$ cat src/rtl/cfg_boot_pkg.sv
package cfg_boot_pkg;

  typedef enum logic [3:0] {
    ST_HOLD,
    ST_SLOT_REQ,
    ST_SLOT_RSP,
    ST_SUM_REQ,
    ST_SUM_RSP,
    ST_COPY_REQ,
    ST_COPY_RSP,
    ST_COPY_WR,
    ST_FINISH,
    ST_IDLE
  } boot_state_e;

endpackage

$ cat src/rtl/cfg_hold_timer.sv
module cfg_hold_timer #(
  parameter int LIMIT = 1250000,
  localparam int CW = $clog2(LIMIT + 1)
) (
  input  logic clk,
  input  logic rst_n,
  input  logic run,
  output logic expired
);

  logic [CW-1:0] cnt;

  assign expired = (cnt >= CW'(LIMIT - 1));

  always_ff @(posedge clk or negedge rst_n) begin
    if (!rst_n) begin
      cnt <= '0;
    end else if (run && !expired) begin
      cnt <= cnt + 1'b1;
    end
  end

  AST_TIMER_NO_WRAP: assert property (@(posedge clk) disable iff (!rst_n)
    expired && run |=> expired);

endmodule

$ cat src/rtl/cfg_slot_pick.sv
module cfg_slot_pick #(
  parameter int NUM_SLOTS = 4,
  parameter int NUM_BANKS = 7,
  parameter int DW        = 8,
  localparam int BKW      = $clog2(NUM_BANKS + 1)
) (
  input  logic [NUM_SLOTS-1:0][DW-1:0] slot_word,
  output logic [BKW-1:0]               bank
);

  logic [NUM_SLOTS-1:0] prog;

  for (genvar g = 0; g < NUM_SLOTS; g++) begin : g_prog
    assign prog[g] = (slot_word[g] != '0) && (slot_word[g] <= DW'(NUM_BANKS));
  end

  always_comb begin
    bank = BKW'(1);
    for (int i = 0; i < NUM_SLOTS; i++) begin
      if (prog[i]) begin
        bank = slot_word[i][BKW-1:0];
      end
    end
  end

endmodule

$ cat src/rtl/cfg_csum_acc.sv
module cfg_csum_acc #(
  parameter int DW = 8
) (
  input  logic          clk,
  input  logic          rst_n,
  input  logic          clr,
  input  logic          add_en,
  input  logic [DW-1:0] din,
  output logic [DW-1:0] acc
);

  always_ff @(posedge clk or negedge rst_n) begin
    if (!rst_n) begin
      acc <= '0;
    end else if (clr) begin
      acc <= '0;
    end else if (add_en) begin
      acc <= acc + din;
    end
  end

  AST_ACC_IDLE: assert property (@(posedge clk) disable iff (!rst_n)
    clr && !add_en |=> $stable(acc) || acc == '0);

endmodule

$ cat src/rtl/cfg_boot_seq.sv
module cfg_boot_seq
  import cfg_boot_pkg::*;
#(
  parameter int NUM_BANKS  = 7,
  parameter int NUM_SLOTS  = 4,
  parameter int BANK_WORDS = 8,
  parameter int DW         = 8,
  parameter int DELAY_CYC  = 1250000,
  localparam int WPB       = BANK_WORDS + 1,
  localparam int SLOT_BASE = NUM_BANKS * WPB,
  localparam int AW        = $clog2(SLOT_BASE + NUM_SLOTS),
  localparam int RAW       = $clog2(BANK_WORDS),
  localparam int BKW       = $clog2(NUM_BANKS + 1),
  localparam int SIW       = (NUM_SLOTS > 1) ? $clog2(NUM_SLOTS) : 1,
  localparam int WIW       = $clog2(BANK_WORDS + 1),
  localparam int HCW       = $clog2(DELAY_CYC + 1)
) (
  input  logic           clk,
  input  logic           supply_ok,
  input  logic           instant_on,
  input  logic           reload_req,
  output logic           otp_req_valid,
  input  logic           otp_req_ready,
  output logic [AW-1:0]  otp_req_addr,
  input  logic           otp_rsp_valid,
  input  logic [DW-1:0]  otp_rsp_data,
  output logic           cfg_wr_valid,
  input  logic           cfg_wr_ready,
  output logic [RAW-1:0] cfg_wr_addr,
  output logic [DW-1:0]  cfg_wr_data,
  output logic           out_en,
  output logic           done,
  output logic           csum_err
);

  boot_state_e                  state;
  logic [SIW-1:0]               slot_idx;
  logic [WIW-1:0]               word_idx;
  logic [NUM_SLOTS-1:0][DW-1:0] slot_q;
  logic [DW-1:0]                wr_data_q;
  logic                         sum_ok_q;
  logic                         out_en_q;
  logic                         err_q;
  logic [BKW-1:0]               pick_bank;
  logic [AW-1:0]                bank_base;
  logic [DW-1:0]                acc;
  logic                         hold_over;
  logic                         last_word;
  logic                         last_slot;

  // Start-up hold timer, counting only while the sequencer waits in ST_HOLD
  cfg_hold_timer #(.LIMIT(DELAY_CYC)) u_hold (
    .clk     (clk),
    .rst_n   (supply_ok),
    .run     (state == ST_HOLD),
    .expired (hold_over)
  );

  // Priority pick across all fetched selector slots
  cfg_slot_pick #(.NUM_SLOTS(NUM_SLOTS), .NUM_BANKS(NUM_BANKS), .DW(DW)) u_pick (
    .slot_word (slot_q),
    .bank      (pick_bank)
  );

  // Running checksum over the data words of the verification pass
  cfg_csum_acc #(.DW(DW)) u_sum (
    .clk    (clk),
    .rst_n  (supply_ok),
    .clr    ((state != ST_SUM_REQ) && (state != ST_SUM_RSP)),
    .add_en ((state == ST_SUM_RSP) && otp_rsp_valid && !last_word),
    .din    (otp_rsp_data),
    .acc    (acc)
  );

  assign last_word = (word_idx == WIW'(BANK_WORDS));
  assign last_slot = (slot_idx == SIW'(NUM_SLOTS - 1));
  assign bank_base = AW'((int'(pick_bank) - 1) * WPB);

  assign otp_req_valid = (state == ST_SLOT_REQ) || (state == ST_SUM_REQ) ||
                         (state == ST_COPY_REQ);
  assign otp_req_addr  = (state == ST_SLOT_REQ) ? AW'(SLOT_BASE + int'(slot_idx))
                                                : AW'(int'(bank_base) + int'(word_idx));
  assign cfg_wr_valid  = (state == ST_COPY_WR);
  assign cfg_wr_addr   = word_idx[RAW-1:0];
  assign cfg_wr_data   = wr_data_q;
  assign out_en        = out_en_q;
  assign csum_err      = err_q;
  assign done          = (state == ST_FINISH);

  always_ff @(posedge clk or negedge supply_ok) begin
    if (!supply_ok) begin
      state     <= ST_HOLD;
      slot_idx  <= '0;
      word_idx  <= '0;
      slot_q    <= '0;
      wr_data_q <= '0;
      sum_ok_q  <= 1'b0;
      out_en_q  <= 1'b0;
      err_q     <= 1'b0;
    end else begin
      case (state)
        ST_HOLD: begin
          if (instant_on || hold_over) begin
            state    <= ST_SLOT_REQ;
            slot_idx <= '0;
          end
        end
        ST_SLOT_REQ: begin
          sum_ok_q <= 1'b0;
          if (otp_req_ready) state <= ST_SLOT_RSP;
        end
        ST_SLOT_RSP: begin
          if (otp_rsp_valid) begin
            slot_q[slot_idx] <= otp_rsp_data;
            if (last_slot) begin
              state    <= ST_SUM_REQ;
              word_idx <= '0;
            end else begin
              state    <= ST_SLOT_REQ;
              slot_idx <= slot_idx + 1'b1;
            end
          end
        end
        ST_SUM_REQ: begin
          if (otp_req_ready) state <= ST_SUM_RSP;
        end
        ST_SUM_RSP: begin
          if (otp_rsp_valid) begin
            if (last_word) begin
              word_idx <= '0;
              if (acc == otp_rsp_data) begin
                sum_ok_q <= 1'b1;
                state    <= ST_COPY_REQ;
              end else begin
                err_q <= 1'b1;
                state <= ST_FINISH;
              end
            end else begin
              word_idx <= word_idx + 1'b1;
              state    <= ST_SUM_REQ;
            end
          end
        end
        ST_COPY_REQ: begin
          if (otp_req_ready) state <= ST_COPY_RSP;
        end
        ST_COPY_RSP: begin
          if (otp_rsp_valid) begin
            wr_data_q <= otp_rsp_data;
            state     <= ST_COPY_WR;
          end
        end
        ST_COPY_WR: begin
          if (cfg_wr_ready) begin
            if (word_idx == WIW'(BANK_WORDS - 1)) begin
              out_en_q <= 1'b1;
              state    <= ST_FINISH;
            end else begin
              word_idx <= word_idx + 1'b1;
              state    <= ST_COPY_REQ;
            end
          end
        end
        ST_FINISH: begin
          state <= ST_IDLE;
        end
        ST_IDLE: begin
          if (reload_req) begin
            out_en_q <= 1'b0;
            err_q    <= 1'b0;
            slot_idx <= '0;
            state    <= ST_SLOT_REQ;
          end
        end
        default: state <= ST_HOLD;
      endcase
    end
  end

  // Cycles elapsed since supply_ok rose, saturating at the hold length
  logic [HCW-1:0] since_rst;
  always_ff @(posedge clk or negedge supply_ok) begin
    if (!supply_ok) since_rst <= '0;
    else if (since_rst < HCW'(DELAY_CYC)) since_rst <= since_rst + 1'b1;
  end

  AST_HOLD_BEFORE_READ: assert property (@(posedge clk) disable iff (!supply_ok)
    otp_req_valid && !instant_on |-> since_rst >= HCW'(DELAY_CYC));

  AST_REQ_HOLD: assert property (@(posedge clk) disable iff (!supply_ok)
    otp_req_valid && !otp_req_ready |=> otp_req_valid && $stable(otp_req_addr));

  AST_WR_HOLD: assert property (@(posedge clk) disable iff (!supply_ok)
    cfg_wr_valid && !cfg_wr_ready |=> cfg_wr_valid && $stable(cfg_wr_addr) && $stable(cfg_wr_data));

  AST_WR_AFTER_CHECK: assert property (@(posedge clk) disable iff (!supply_ok)
    cfg_wr_valid |-> sum_ok_q);

  AST_EN_NEEDS_GOOD: assert property (@(posedge clk) disable iff (!supply_ok)
    $rose(out_en) |-> done && !csum_err);

  AST_ERR_BLOCKS_EN: assert property (@(posedge clk) disable iff (!supply_ok)
    csum_err |-> !out_en);

  AST_DONE_PULSE: assert property (@(posedge clk) disable iff (!supply_ok)
    done |=> !done);

endmodule

$ cat config.mk
export PLATFORM = sky130hd
export DESIGN_NAME = cfg_boot_seq
export DESIGN_NICKNAME = d
export VERILOG_FILES = /design/src/rtl/cfg_boot_pkg.sv /design/src/rtl/cfg_hold_timer.sv /design/src/rtl/cfg_slot_pick.sv /design/src/rtl/cfg_csum_acc.sv /design/src/rtl/cfg_boot_seq.sv
export SDC_FILE = /design/constraint.sdc
export NUM_CORES = 1
export LEC_CHECK = 0
export ABC_AREA = 1
export BUFFER_PORTS_ARGS = -buffer_cell sky130_fd_sc_hd__clkbuf_2
export CAP_MARGIN = 10
export CORE_UTILIZATION = 45
export CTS_BUF_LIST = sky130_fd_sc_hd__clkbuf_8
export DETAILED_ROUTE_END_ITERATION = 10
export GPL_ROUTABILITY_DRIVEN = 0
export PLACE_DENSITY = 0.75
export SLEW_MARGIN = 30
export SYNTH_ARGS = -nofsm -noshare
export SYNTH_HDL_FRONTEND = slang
export SYNTH_HIERARCHICAL = 1
export SYNTH_SLANG_ARGS = --single-unit
$ cat constraint.sdc
create_clock -name clk -period 3.5 [get_ports clk]
set_input_delay 0.7 -clock clk [delete_from_list [all_inputs] [get_ports clk]]
set_output_delay 0.7 -clock clk [all_outputs]
set_load 0.02 [all_outputs]
After elaboration in Yosys (flattened, before gate mapping):

Index checks and enable logic that the tools add are counted.

* register bits: 81
* input port bits: 15
* output and inout bits: 23
* word-level logic and storage cells: 132

* add/sub/neg operators: 7
* multipliers: 1
* magnitude comparators: 7
* equal/unequal tests: 30
* muxes and demuxes: 44
* reduce and logical (&&, ||, !) cells: 31

Operator list (count)
* 4-bit 2-to-1 mux: 18
* 4-bit one-hot mux with 10 select lines: 1
* 32-bit bitwise mux: 1
* 8-bit by 3-bit <= comparator with 1-bit output, second input constant: 4
* 8-bit nonzero test: 4
* 2-bit inequality test, second input constant: 13
* 8-bit 2-to-1 mux: 3
* 21-bit by 1-bit adder with 21-bit output, second input constant: 1
* 21-bit greater-or-equal comparator, second input constant: 1
* 4-bit by 3-bit == test with 1-bit output, second input constant: 5
* 8-bit demux with 2-bit select: 1
* 4-bit == test, second input constant: 3
* 3-bit 2-to-1 mux: 4
* 4-bit one-hot mux with 3 select lines: 1
* 2-bit 2-to-1 mux: 5
* 5-bit AND reduction: 2
* 1-bit logical AND: 9
* 9-bit AND reduction: 1
* 8-bit adder: 1
* 4-bit by 2-bit == test with 1-bit output, second input constant: 2
* 8-bit == test: 1
* 6-bit by 2-bit adder with 7-bit output, first input constant: 1
* 7-bit by 4-bit adder with 7-bit output: 1
* 4-bit by 5-bit multiplier with 7-bit output, second input constant: 1
* 22 further kinds: 36

Depth between registers and ports, before layout:

Gate-level depths: netlist (run 1).

* depth in word-level cells: 10
* depth in mapped cells: 21
* depth with buffers taken out: 21

Modules after synthesis:

Netlist (run 1), hierarchy kept.

By module, submodules not included
* cfg_boot_seq: times used 1, cells each 386, area an instance 3080.5 um2, seq. area each 1301.2 um2
* cfg_hold_timer: times used 1, cells each 246, area an instance 1571.5 um2, seq. area each 525.5 um2
* cfg_csum_acc: times used 1, cells each 80, area an instance 621.8 um2, seq. area each 200.2 um2
* cfg_slot_pick: times used 1, cells each 60, area an instance 280.3 um2, seq. area each 0.0 um2

Worst setup path after synthesis (run 1):

Ideal clock, no wire load.

* path type: reg2out
* from: register slot_q[19] (netlist bit)
* to: output port otp_req_addr[3]
* data arrival time: 3.208 ns
* data required time: 2.800 ns
* slack: -0.408 ns
* cell stages (with the launch flop): 16
* buffers on the path: 0
* path through: dfrtp_1 > or2_1 > nor2_2 > nand3_1 > nand2_1 > inv_1 > a21oi_1 > inv_1 > ha_1 > xor2_1 > ha_1 > ha_1 > ha_1 > inv_1 > fa_1 > o21ai_0

* cells in the longest elaborated chain, start to end: 8
* elaborated cells on any way between the ends: 9
* those cells by class: add/sub: 2; mul: 1; order compare: 1; mux: 3; reduce/logical: 2

Ends and longest elaborated chain
* start, declared: line cfg_boot_seq.sv:39 `logic [NUM_SLOTS-1:0][DW-1:0] slot_q;`
* start signal, assigned by index: line cfg_boot_seq.sv:114 `slot_q[slot_idx] <= otp_rsp_data;`
* 8-bit by 3-bit <= comparator with 1-bit output or 8-bit nonzero test (tied branches): line cfg_slot_pick.sv:14 `assign prog[g] = (slot_word[g] != '0) && (slot_word[g] <= DW'(NUM_BANKS));`
* 1-bit logical AND *: line cfg_slot_pick.sv:14
* 3-bit 2-to-1 mux * (2 in series): line cfg_slot_pick.sv:20 `if (prog[i]) begin`
* net pick_bank[0]: line cfg_boot_seq.sv:44 `logic [BKW-1:0] pick_bank;`
* 3-bit by 1-bit subtractor with 4-bit output *: line cfg_boot_seq.sv:77 `assign bank_base = AW'((int'(pick_bank) - 1) * WPB);`
* 4-bit by 5-bit multiplier with 7-bit output *: line cfg_boot_seq.sv:77
* 7-bit by 4-bit adder with 7-bit output *: line cfg_boot_seq.sv:82 `: AW'(int'(bank_base) + int'(word_idx));`
* 7-bit 2-to-1 mux *: line cfg_boot_seq.sv:81 `assign otp_req_addr = (state == ST_SLOT_REQ) ? AW'(SLOT_BASE + int'(slot_idx))`
* end, declared: line cfg_boot_seq.sv:24 `output logic [AW-1:0] otp_req_addr,`

The timed path passes the listed nets; every way through them passes the cells marked *.

Worst setup path after layout (run 1):

* from: register slot_q[21] (netlist bit)
* to: output port otp_req_addr[6]

Same word-level chain as after synthesis.

==> results of run 1 <==
layout make-up:
class / instances / area [sq um]
Clock buffer: 10 / 138
Sequential cell: 81 / 2030
Multi-Input combinational cell: 582 / 3240
Tap cell: 147 / 184
Inverter: 92 / 348
Clock inverter: 6 / 81.3
Timing Repair Buffer: 69 / 480
Fill cell: 1161 / 5510
synthesized netlist by cell type, types with 2 or more instances:
cell type,instances
o21ai_2,8
xor2_1,12
fa_1,3
nand4_1,28
nor3_1,4
buf_2,6
ha_1,28
nor2_8,2
nor2_2,7
xnor2_1,5
nand2_2,5
inv_1,85
a21oi_1,9
a22o_1,2
nor2_4,4
nand2_4,4
o21ai_1,32
buf_4,5
buf_6,5
nand3b_1,7
nand3_1,50
nand2_1,273
or2_1,3
inv_2,7
dfrtp_1,81
nor2_1,66
o21ai_0,17
state kept, by name (all words and copies together) (netlist names):
register and count:
slot_q 32, u_hold/cnt 21, cfg_wr_data 8, u_sum/acc 8, state 4, word_idx 4, slot_idx 2, csum_err 1
out_en 1
report_power, final:
part           switching, mW  total (mW)  leakage [nW]  internal (mW)
Combinational           3.11        5.96          2.21           2.84
Clock                  0.401       0.769         0.113          0.368
Sequential             0.188        1.35          1.09           1.16
worst max path at each step:
stage / to / slack (ns)
floorplan: otp_req_addr[6] / -0.21
global placement: otp_req_addr[6] / -0.41
detailed placement: otp_req_addr[6] / -0.47
CTS: otp_req_addr[6] / -0.82
global route: otp_req_addr[6] / -1.01
finish: otp_req_addr[6] / -0.78
layer usage:
| layer | GRT usage | wire length [um] | vias up |
|---|---|---|---|
| met5 | 0 | 0 | - |
| met4 | 0.0789 | 225 | 0 |
| met3 | 0.0380 | 413 | 15 |
| met2 | 0.361 | 6030 | 81 |
| met1 | 0.260 | 5610 | 2284 |
| li1 | - | - | 2601 |
logic make-up (layout without fill, tap and decap cells):
kind of cell,count (synthesis),after routing,synth area share
AO/OA/AOI/OAI,74,74,0.0766
XOR/XNOR,17,17,0.0268
adder cells (fa/ha/maj),31,31,0.0739
buffers and inverters,109,177,0.0852
flip-flops,81,81,0.365
AND/OR/NAND/NOR,460,460,0.373
timing repair:
action,CTS,global route
resized for setup,19,24
pin swaps,12,15
setup endpoints to repair,6,6
buffers inserted,4,3
through the flow:
stage                     hold WS (ns)  power, mW   util
after global placement           0.461       5.86  0.503
after global routing             0.314       8.68  0.541
final                            0.282       8.08  0.541
after floorplan                  0.404       4.47      -
after CTS                        0.284       7.39  0.532
after detailed placement         0.462       5.94  0.503
worst max-delay path, stage by stage (launching register included):
cell and delay (ns):
dfrtp_1 0.38, or2_1 0.23, nor2_2 0.14, nand2_2 0.10
o21ai_2 0.11, inv_1 0.04, nand2_1 0.07, nand2_2 0.06
inv_2 0.06, ha_4 0.14, xor2_4 0.19, ha_4 0.24
ha_4 0.27, ha_4 0.13, inv_2 0.03, fa_2 0.35
inv_2 0.09, nand3_2 0.05, nand2_1 0.07, xor2_1 0.15
o21a_2 0.14, clkbuf_8 0.13
==> out/summary.json, run 1 <==
{
  "run_status": {
    "status": "finished, violations left",
    "violations": "negative setup slack"
  },
  "clock_network": {
    "clock_sinks": 81,
    "cts_max_path_buffers": 2,
    "cts_tree": "built",
    "clock-root-buffer": "clkbuf_8",
    "numCtsBuffers": 9,
    "clock_latency_ns": 0.39,
    "h_tree_depth": 3,
    "clkSlewWorstSetupHoldPaths_ns": 0.10,
    "post_cts_hold_buffer_count": 0
  },
  "sta": {
    "skew_ns": 0.0128,
    "finalWorstSetupSlack_ns": -0.785,
    "report.final.setup_viol": 5,
    "worst_pin_slew_ns": 0.585,
    "period_share": 1.22,
    "final_setup_tns_ns": -2.77,
    "final-max-slew-violation-count": 0,
    "timing_limited_maximum_frequency_mhz": 233,
    "relSlewSlack": 0.608,
    "report.final.hold_viol_count": 0,
    "final.min_clock_period_ns": 4.28,
    "rsz0062_at_grt": "yes"
  },
  "final_layout": {
    "design_area_sq_um": 6500,
    "cell_count_final_fillers_out": 987,
    "layout_commonest_cell": "nand2_1",
    "most-common-layout-cells": "nand2_1, dfrtp_1, inv_1",
    "syn2layout_area_growth_pct": 17.0,
    "layout_cell_share_with_drive_strength_beyond_1": 0.194,
    "n_antenna_cell": 0,
    "nets": 881
  },
  "yosys": {
    "synth_area_sq_um": 5550,
    "ys_types": 41,
    "synthFlopType": "dfrtp_1",
    "synth-async-reset-ratio": 1.00,
    "synthesis.area_per_instance_sq_um": 7.19,
    "yosysTopAreaCellShare": 0.365,
    "ys_warn_count": 6,
    "netlist_top_cells_area": "dfrtp_1, nand2_1, ha_1",
    "synthesized_flop_and_latch_total": 81,
    "synth-edff-count": 0,
    "synth_largest_area_cell": "dfrtp_1",
    "syn_nets": 818,
    "post_synthesis_instance_total": 772,
    "synth_sequential_area_ratio": 0.365
  },
  "die": {
    "core_region_area_sq_um": 12000,
    "floorplan.die_area_sq_um": 12800,
    "effective_utilization_at_floorplan": 0.462,
    "dieHeight_um": 113,
    "design.portCount": 38,
    "placementRows": 40,
    "floorplan.die.width_um": 113
  },
  "detailed_routing": {
    "wirelength_mm": 12.3,
    "post_drt_via_cell_ratio": 5.05,
    "detailedRoute.firstIterationViolations": 282,
    "drtPass1Iterations": 4,
    "wl_per_cell_um": 12.4,
    "number_of_routed_nets_with_antenna_violations": 0,
    "detailroute.via_count": 4981,
    "drc": 0
  },
  "setup_path": {
    "timing.reg2reg.worst_path_depth": 14,
    "startpoint_type_of_the_worst_setup_path": "flop",
    "worstPathArrival_ns": 3.58,
    "critical_path_data_required_time_ns": 2.80,
    "crit_path_start": "slot_q[21]$_DFFE_PN0P_",
    "ff2ff_setup_slack_ns": 1.05,
    "critical_path_peak_fanout": 5,
    "rr_startpoint": "u_hold/cnt[0]$_DFFE_PN0P_",
    "path_class": "flop to output pin",
    "cp-end-kind": "output pin",
    "worst_flop_to_flop_path_endpoint": "slot_idx[1]$_DFFE_PN0P_"
  },
  "grt": {
    "antenna_found_initial": 0,
    "grt_pass1_wl_mm": 21.4,
    "grt_start_max_net_pins": 40,
    "via_count_of_the_first_global_routing_pass": 4775,
    "globalRouteOverflowTotal": 0,
    "global_route.usage.total": 0.209
  },
  "job": {
    "max_cap_violations": 0
  },
  "placed_design": {
    "placed_cell_area_sq_um": 6040,
    "placedCellCount": 964,
    "io_buffers": 37,
    "hpwl_mm": 8.88,
    "place_worst_setup_slack_ns": -0.466
  },
  "power_and_ir_drop": {
    "power_per_cell_area_nw_per_um2": 1240,
    "irDropWorstVdd_mv": 0.836,
    "static_leakage_nw": 3.41
  },
  "hold_path": {
    "hold_path_class": "input port to async pin"
  }
}
(Power assumes the default switching activity.)
==> run 2, diff against run 1 <==
--- a/config.mk
+++ b/config.mk
@@ -8,11 +8,11 @@
 export ABC_AREA = 1
 export BUFFER_PORTS_ARGS = -buffer_cell sky130_fd_sc_hd__clkbuf_2
 export CAP_MARGIN = 10
-export CORE_UTILIZATION = 45
+export CORE_UTILIZATION = 35
 export CTS_BUF_LIST = sky130_fd_sc_hd__clkbuf_8
 export DETAILED_ROUTE_END_ITERATION = 10
 export GPL_ROUTABILITY_DRIVEN = 0
-export PLACE_DENSITY = 0.75
+export PLACE_DENSITY = 0.63
 export SLEW_MARGIN = 30
 export SYNTH_ARGS = -nofsm -noshare
 export SYNTH_HDL_FRONTEND = slang
==> out/summary.json, run 2 (same netlist as run 1, synthesis figures left out) <==
{
  "die": {
    "core_region_area": {"value": 15400, "unit": "sq um", "change": "+28%"},
    "floorplan.die_area": {"value": 16400, "unit": "sq um", "change": "+28%"},
    "floorplan.die.width": {"value": 128, "unit": "um", "change": "+13%"},
    "effective_utilization_at_floorplan": {"value": 0.361, "change": "-0.101"},
    "design.portCount": {"value": 38, "change": "unchanged"},
    "dieHeight": {"value": 128, "unit": "um", "change": "+13%"},
    "placementRows": {"value": 45, "change": "+13%"}
  },
  "final_layout": {
    "syn2layout_area_growth_pct": 17.5,
    "biggestRegsByFlops": "slot_q x32, u_hold/cnt x21",
    "cell_count_final_fillers_out": {"value": 1046, "change": "+6.0%"},
    "layout_commonest_cell": "nand2_1",
    "most-common-layout-cells": "nand2_1, dfrtp_1, inv_1",
    "fill_cells": {"value": 1584, "change": "+36%"},
    "largest-register": "slot_q",
    "final_util": {"value": 0.425, "change": "-0.116"},
    "layout_cell_share_with_drive_strength_beyond_1": {"value": 0.192, "change": "-0.00243"},
    "nets": {"value": 877, "change": "-0.45%"},
    "n_antenna_cell": {"value": 0, "change": "unchanged"},
    "design_area": {"value": 6530, "unit": "sq um", "change": "+0.46%"},
    "number_of_flip_flops_under_the_largest_register_name": {"value": 32, "change": "unchanged"}
  },
  "clock_network": {
    "clock-root-buffer": "clkbuf_8",
    "clock_sinks": {"value": 81, "change": "unchanged"},
    "numCtsBuffers": {"value": 9, "change": "unchanged"},
    "post_cts_hold_buffer_count": {"value": 0, "change": "unchanged"},
    "clkSlewWorstSetupHoldPaths": {"value": 0.10, "unit": "ns", "change": "about the same"},
    "clock_latency": {"value": 0.38, "unit": "ns", "change": "about the same"},
    "h_tree_depth": {"value": 3, "change": "unchanged"},
    "cts_max_path_buffers": {"value": 2, "change": "unchanged"},
    "cts_tree": "built"
  },
  "sta": {
    "final.hold.worst_slack": {"value": 0.332, "unit": "ns", "change": "+0.0497 ns"},
    "worst_pin_slew": {"value": 0.650, "unit": "ns", "change": "+0.0649 ns"},
    "rsz0062_at_grt": "yes",
    "final-max-slew-violation-count": {"value": 0, "change": "unchanged"},
    "timing_limited_maximum_frequency": {"value": 236, "unit": "MHz", "change": "+1.0%"},
    "final_setup_tns": {"value": -2.64, "unit": "ns", "change": "+0.124 ns"},
    "report.final.hold_viol_count": {"value": 0, "change": "unchanged"},
    "skew": {"value": 0.0158, "unit": "ns", "change": "+0.00297 ns"},
    "finalWorstSetupSlack": {"value": -0.741, "unit": "ns", "change": "+0.0432 ns"},
    "final.min_clock_period": {"value": 4.24, "unit": "ns", "change": "-0.0432 ns"},
    "relSlewSlack": {"value": 0.567, "change": "-0.0414"},
    "report.final.setup_viol": {"value": 5, "change": "unchanged"},
    "period_share": {"value": 1.21, "change": "-0.0123"}
  },
  "detailed_routing": {
    "detailedRoute.firstIterationViolations": {"value": 336, "change": "+19%"},
    "wl_per_cell": {"value": 12.0, "unit": "um", "change": "-3.6%"},
    "drtPass1Iterations": {"value": 4, "change": "unchanged"},
    "post_drt_via_cell_ratio": {"value": 4.62, "change": "-8.4%"},
    "detailroute.via_count": {"value": 4835, "change": "-2.9%"},
    "drc": {"value": 0, "change": "unchanged"},
    "wirelength": {"value": 12.5, "unit": "mm", "change": "+2.2%"},
    "number_of_routed_nets_with_antenna_violations": {"value": 0, "change": "unchanged"}
  },
  "job": {
    "max_cap_violations": {"value": 0, "change": "unchanged"}
  },
  "setup_path": {
    "cp-end-kind": "output pin",
    "critical_path_peak_fanout": {"value": 3, "change": "-2"},
    "worst_flop_to_flop_path_endpoint": "slot_idx[1]$_DFFE_PN0P_",
    "crit_path_start": "slot_q[13]$_DFFE_PN0P_",
    "path_class": "flop to output pin",
    "slowest_delay": {"value": 0.55, "unit": "ns", "change": "+0.17 ns"},
    "ff2ff_setup_slack": {"value": 0.88, "unit": "ns", "change": "-0.17 ns"},
    "critical_path_data_required_time": {"value": 2.80, "unit": "ns", "change": "about the same"},
    "cp.buffers_inverters": {"value": 4, "change": "-1"},
    "worst_path_most_repeated_cell": "nand2_1",
    "rr_startpoint": "u_hold/cnt[0]$_DFFE_PN0P_",
    "startpoint_type_of_the_worst_setup_path": "flop",
    "critical_path.slowest_cell": "fa_1",
    "critPathTopFamily": "adder cells",
    "timing.reg2reg.worst_path_depth": {"value": 14, "change": "unchanged"},
    "worstPathArrival": {"value": 3.54, "unit": "ns", "change": "-0.04 ns"},
    "worstPathCellList": "nor2_1, nand2_1, nor2_4, buf_4, nand3_1, nand3_1, nand2_1, nand2_2, inv_2, ha_4, xor2_4, buf_4, fa_1, ha_4, a21oi_1, nand2_1, xor2_1, o21a_2, clkbuf_8"
  },
  "grt": {
    "antenna_found_initial": {"value": 0, "change": "unchanged"},
    "globalRouteOverflowTotal": {"value": 0, "change": "unchanged"},
    "met3_usage_in_global_routing": {"value": 0.0330, "change": "-0.00506"},
    "global_route.usage.total": {"value": 0.164, "change": "-0.0451"},
    "grt.met2_usage": {"value": 0.274, "change": "-0.0875"},
    "grt_start_max_net_pins": {"value": 68, "change": "+70%"},
    "globalRoute.busiestLayer": "met2",
    "via_count_of_the_first_global_routing_pass": {"value": 4400, "change": "-7.9%"},
    "grt_pass1_wl": {"value": 21.2, "unit": "mm", "change": "-0.80%"},
    "global_route.usage.met1": {"value": 0.214, "change": "-0.0460"}
  },
  "hold_path": {
    "hold_path_class": "input port to async pin"
  },
  "power_and_ir_drop": {
    "static_leakage": {"value": 3.37, "unit": "nW", "change": "-1.3%"},
    "irDropWorstVdd": {"value": 0.671, "unit": "mV", "change": "-20%"},
    "power_per_cell_area": {"value": 1220, "unit": "nW/um^2", "change": "-2.0%"},
    "finalPower": {"value": 7.96, "unit": "mW", "change": "-1.5%"}
  },
  "placed_design": {
    "place_worst_setup_slack": {"value": -0.463, "unit": "ns", "change": "+0.00364 ns"},
    "placedCellCount": {"value": 1028, "change": "+6.6%"},
    "placed_cell_area": {"value": 6120, "unit": "sq um", "change": "+1.3%"},
    "io_buffers": {"value": 37, "change": "unchanged"},
    "hpwl": {"value": 9.09, "unit": "mm", "change": "+2.3%"}
  },
  "run_status": {
    "status": "finished, violations left",
    "violations": "negative setup slack"
  }
}
run 2: cell count changes in the layout (fill, tap and decap cells not counted), moves of 2 or more:
cell / before / now
nor2_2: 9 / 7
inv_1: 76 / 78
nand2_1: 268 / 264
nor2_4: 4 / 6
inv_8: 3 / 1
nand2_2: 10 / 13
buf_4: 32 / 28
run 2: worst max-delay path by stage:
stage / cells past startpoint / to
after floorplan: 20 / otp_req_addr[6]
after global placement: 21 / otp_req_addr[6]
after detailed placement: 21 / otp_req_addr[6]
after CTS: 21 / otp_req_addr[6]
after global routing: 21 / otp_req_addr[6]
final: 19 / otp_req_addr[6]
run 2: area by class of cell:
class | instances | area [sq um] | share of cell area
multi-input cells | 582 | 3270 | 0.501
flip-flops and latches | 81 | 2030 | 0.310
repair buffers | 65 | 450 | 0.0690
inverters | 92 | 345 | 0.0529
well taps | 211 | 264 | 0.0404
clock buffers | 9 | 124 | 0.0190
clock inverters | 6 | 50.0 | 0.00767
run 2: per-layer routing:
layer | vias to the layer above | part of all wire
li1 | 2585 | -
met1 | 2177 | 0.48
met2 | 61 | 0.47
met3 | 12 | 0.030
met5 | - | 0
met4 | 0 | 0.013
run 2: power breakdown:
part / switching, mW / total [mW] / internal [mW] / leakage, nW
sequential: 0.196 / 1.36 / 1.16 / 1.09
combinational: 3.05 / 5.94 / 2.89 / 2.19
clock: 0.390 / 0.653 / 0.264 / 0.0880
total: 3.64 / 7.96 / 4.32 / 3.37
run 2: repair_timing:
| item | in CTS | in global routing |
|---|---|---|
| buffers inserted | 0 | 3 |
| resized for setup | 29 | 18 |
| endpoints found under the setup margin | 6 | 6 |
| pin swaps | 20 | 7 |
==> run 3, diff against run 2 <==
--- a/config.mk
+++ b/config.mk
@@ -8,6 +8,7 @@
 export ABC_AREA = 1
 export BUFFER_PORTS_ARGS = -buffer_cell sky130_fd_sc_hd__clkbuf_2
 export CAP_MARGIN = 10
+export CORE_MARGIN = 8
 export CORE_UTILIZATION = 35
 export CTS_BUF_LIST = sky130_fd_sc_hd__clkbuf_8
 export DETAILED_ROUTE_END_ITERATION = 10
==> out/summary.json, run 3 (same netlist as run 1, synthesis figures left out) <==
{
  "run_status": {
    "violations": "negative setup slack",
    "status": "finished, violations left"
  },
  "sta": {
    "worst_pin_slew": {"value": 0.679, "unit": "ns", "change": "+0.0295 ns"},
    "timing_limited_maximum_frequency": {"value": 235, "unit": "MHz", "change": "-0.43%"},
    "rsz0062_at_grt": "yes",
    "report.final.hold_viol_count": {"value": 0, "change": "unchanged"},
    "finalWorstSetupSlack": {"value": -0.760, "unit": "ns", "change": "-0.0185 ns"},
    "final_setup_tns": {"value": -2.69, "unit": "ns", "change": "-0.0455 ns"},
    "final.hold.worst_slack": {"value": 0.351, "unit": "ns", "change": "+0.0188 ns"},
    "report.final.setup_viol": {"value": 5, "change": "unchanged"},
    "relSlewSlack": {"value": 0.547, "change": "-0.0197"},
    "skew": {"value": 0.00994, "unit": "ns", "change": "-0.00585 ns"},
    "period_share": {"value": 1.22, "change": "+0.00529"},
    "final.min_clock_period": {"value": 4.26, "unit": "ns", "change": "+0.0185 ns"},
    "final-max-slew-violation-count": {"value": 0, "change": "unchanged"}
  },
  "clock_network": {
    "numCtsBuffers": {"value": 9, "change": "unchanged"},
    "cts_tree": "built",
    "clock_latency": {"value": 0.37, "unit": "ns", "change": "about the same"},
    "cts_max_path_buffers": {"value": 2, "change": "unchanged"},
    "h_tree_depth": {"value": 3, "change": "unchanged"},
    "clock_sinks": {"value": 81, "change": "unchanged"},
    "clkSlewWorstSetupHoldPaths": {"value": 0.10, "unit": "ns", "change": "about the same"},
    "clock-root-buffer": "clkbuf_8",
    "post_cts_hold_buffer_count": {"value": 0, "change": "unchanged"}
  },
  "final_layout": {
    "layout_cell_share_with_drive_strength_beyond_1": {"value": 0.201, "change": "+0.00933"},
    "fill_cells": {"value": 1599, "change": "+0.95%"},
    "area_of_the_multi_input_gates": {"value": 3260, "unit": "sq um", "change": "-0.19%"},
    "largest-register": "slot_q",
    "most-common-layout-cells": "nand2_1, dfrtp_1, inv_1",
    "n_antenna_cell": {"value": 0, "change": "unchanged"},
    "number_of_flip_flops_under_the_largest_register_name": {"value": 32, "change": "unchanged"},
    "layout_commonest_cell": "nand2_1",
    "syn2layout_area_growth_pct": 19.4,
    "biggestRegsByFlops": "slot_q x32, u_hold/cnt x21",
    "sequential_cell_area": {"value": 2030, "unit": "sq um", "change": "unchanged"},
    "nets": {"value": 887, "change": "+1.1%"}
  },
  "setup_path": {
    "worst_path_most_repeated_cell": "nand2_2",
    "worstPathArrival": {"value": 3.56, "unit": "ns", "change": "+0.02 ns"},
    "worstPathCellList": "nor2_1, nand2_1, nor3_4, nand2_2, nand2_2, inv_2, a21oi_2, inv_2, ha_4, xor2_4, buf_4, fa_1, ha_4, a21oi_2, nand2_2, xor2_1, o21a_2, clkbuf_8",
    "critical_path.slowest_cell": "fa_1",
    "path_class": "flop to output pin",
    "critical_path_data_required_time": {"value": 2.80, "unit": "ns", "change": "about the same"},
    "slowest_delay": {"value": 0.56, "unit": "ns", "change": "about the same"},
    "startpoint_type_of_the_worst_setup_path": "flop",
    "critical_path_peak_fanout": {"value": 4, "change": "+1"},
    "cp-end-kind": "output pin"
  },
  "detailed_routing": {
    "wl_per_cell": {"value": 12.4, "unit": "um", "change": "+3.7%"},
    "detailroute.via_count": {"value": 4966, "change": "+2.7%"},
    "drtPass1Iterations": {"value": 4, "change": "unchanged"},
    "number_of_routed_nets_with_antenna_violations": {"value": 0, "change": "unchanged"},
    "post_drt_via_cell_ratio": {"value": 4.68, "change": "+1.2%"},
    "detailedRoute.firstIterationViolations": {"value": 331, "change": "-1.5%"},
    "wirelength": {"value": 13.2, "unit": "mm", "change": "+5.3%"},
    "drc": {"value": 0, "change": "unchanged"}
  },
  "die": {
    "placementRows": {"value": 46, "change": "+2.2%"},
    "floorplan.die.width": {"value": 142, "unit": "um", "change": "+11%"},
    "dieHeight": {"value": 142, "unit": "um", "change": "+11%"},
    "floorplan.die_area": {"value": 20200, "unit": "sq um", "change": "+23%"},
    "design.portCount": {"value": 38, "change": "unchanged"},
    "core_region_area": {"value": 15700, "unit": "sq um", "change": "+2.2%"},
    "effective_utilization_at_floorplan": {"value": 0.353, "change": "-0.00786"}
  },
  "grt": {
    "globalRouteOverflowTotal": {"value": 0, "change": "unchanged"},
    "antenna_found_initial": {"value": 0, "change": "unchanged"},
    "grt_pass1_wl": {"value": 22.8, "unit": "mm", "change": "+7.2%"},
    "via_count_of_the_first_global_routing_pass": {"value": 4797, "change": "+9.0%"},
    "global_route.usage.total": {"value": 0.139, "change": "-0.0247"},
    "grt_start_max_net_pins": {"value": 52, "change": "-24%"}
  },
  "hold_path": {
    "hold_path_class": "input port to async pin"
  },
  "power_and_ir_drop": {
    "irDropWorstVdd": {"value": 0.855, "unit": "mV", "change": "+27%"},
    "finalPower": {"value": 8.04, "unit": "mW", "change": "+1.1%"},
    "static_leakage": {"value": 3.43, "unit": "nW", "change": "+1.7%"},
    "power_per_cell_area": {"value": 1210, "unit": "nW/um^2", "change": "-0.44%"}
  },
  "placed_design": {
    "hpwl": {"value": 9.68, "unit": "mm", "change": "+6.6%"},
    "io_buffers": {"value": 37, "change": "unchanged"}
  },
  "job": {
    "max_cap_violations": {"value": 0, "change": "unchanged"}
  }
}
run 3: cell count changes in the layout (fill, tap and decap cells not counted), moves of 2 or more:
cell	change
buf_4	+8
a21oi_1	-2
a21oi_2	+2
inv_1	-2
inv_2	+2
inv_6	+2
nand2_1	+2
nor2_1	+2
run 3: critical path, delay by kind of cell, from the launching register on:
family	cells	cell delay [ns]
buffers and inverters	4	0.38
AO/OA/AOI/OAI	3	0.47
flip-flops	1	0.40
adder cells (fa/ha/maj)	3	0.96
XOR/XNOR	2	0.33
AND/OR/NAND/NOR	6	0.62
run 3: routing by layer:
metal,part of all wire,up-vias,global-route usage
met4,0.013,0,0.0447
met2,0.48,63,0.239
met3,0.032,11,0.0292
met1,0.47,2290,0.170
met5,0,-,0
li1,-,2602,-
run 3: path summary, 6_finish.rpt:
| check | from | endpoint | slack [ns] | cells past startpoint |
|---|---|---|---|---|
| worst max-delay path | slot_q[29]$_DFFE_PN0P_ | otp_req_addr[6] | -0.76 | 18 |
| worst min-delay path | supply_ok | u_hold/cnt[4]$_DFFE_PN0P_ | 0.35 | 1 |
| worst max register to register | u_hold/cnt[0]$_DFFE_PN0P_ | state[1]$_DFFE_PN0P_ | 1.10 | 14 |
| worst min register to register | slot_q[20]$_DFFE_PN0P_ | slot_q[20]$_DFFE_PN0P_ | 0.49 | 2 |
| max in group asynchronous | supply_ok | u_hold/cnt[16]$_DFFE_PN0P_ | 2.43 | 2 |
| min in group clk | slot_q[20]$_DFFE_PN0P_ | slot_q[20]$_DFFE_PN0P_ | 0.49 | 2 |
run 3: area by class of cell:
class | count | area share
inverters | 92 | 0.0521
clock inverters | 6 | 0.00831
flip-flops and latches | 81 | 0.306
multi-input cells | 582 | 0.492
clock buffers | 10 | 0.0208
repair buffers | 75 | 0.0802
well taps | 216 | 0.0408
run 3: report_power, final:
| group | total, mW | switching (mW) | internal [mW] |
|---|---|---|---|
| sequential | 1.36 | 0.195 | 1.16 |
| clock | 0.701 | 0.407 | 0.294 |
| combinational | 5.98 | 3.04 | 2.94 |
| total | 8.04 | 3.65 | 4.40 |
run 3: metrics by stage:
step | setup slack, ns | instance area [sq um] | util | std cells
6_report | -0.760 | 6630 | 0.422 | 1062
5_1_grt | -0.990 | 6630 | 0.422 | 1062
4_1_cts | -0.843 | 6520 | 0.415 | 1059
3_5_place_dp | -0.476 | 6150 | 0.391 | 1036
3_3_place_gp | -0.400 | 6150 | 0.391 | 1036
2_1_floorplan | -0.214 | 5610 | - | 772
run 3: timing repair:
| action | CTS | global route |
|---|---|---|
| gates resized for setup | 31 | 14 |
| pin swaps | 31 | 12 |
| setup buffers | 7 | 3 |
| hold endpoints to repair | 0 | 0 |
| endpoints found under the setup margin | 6 | 6 |
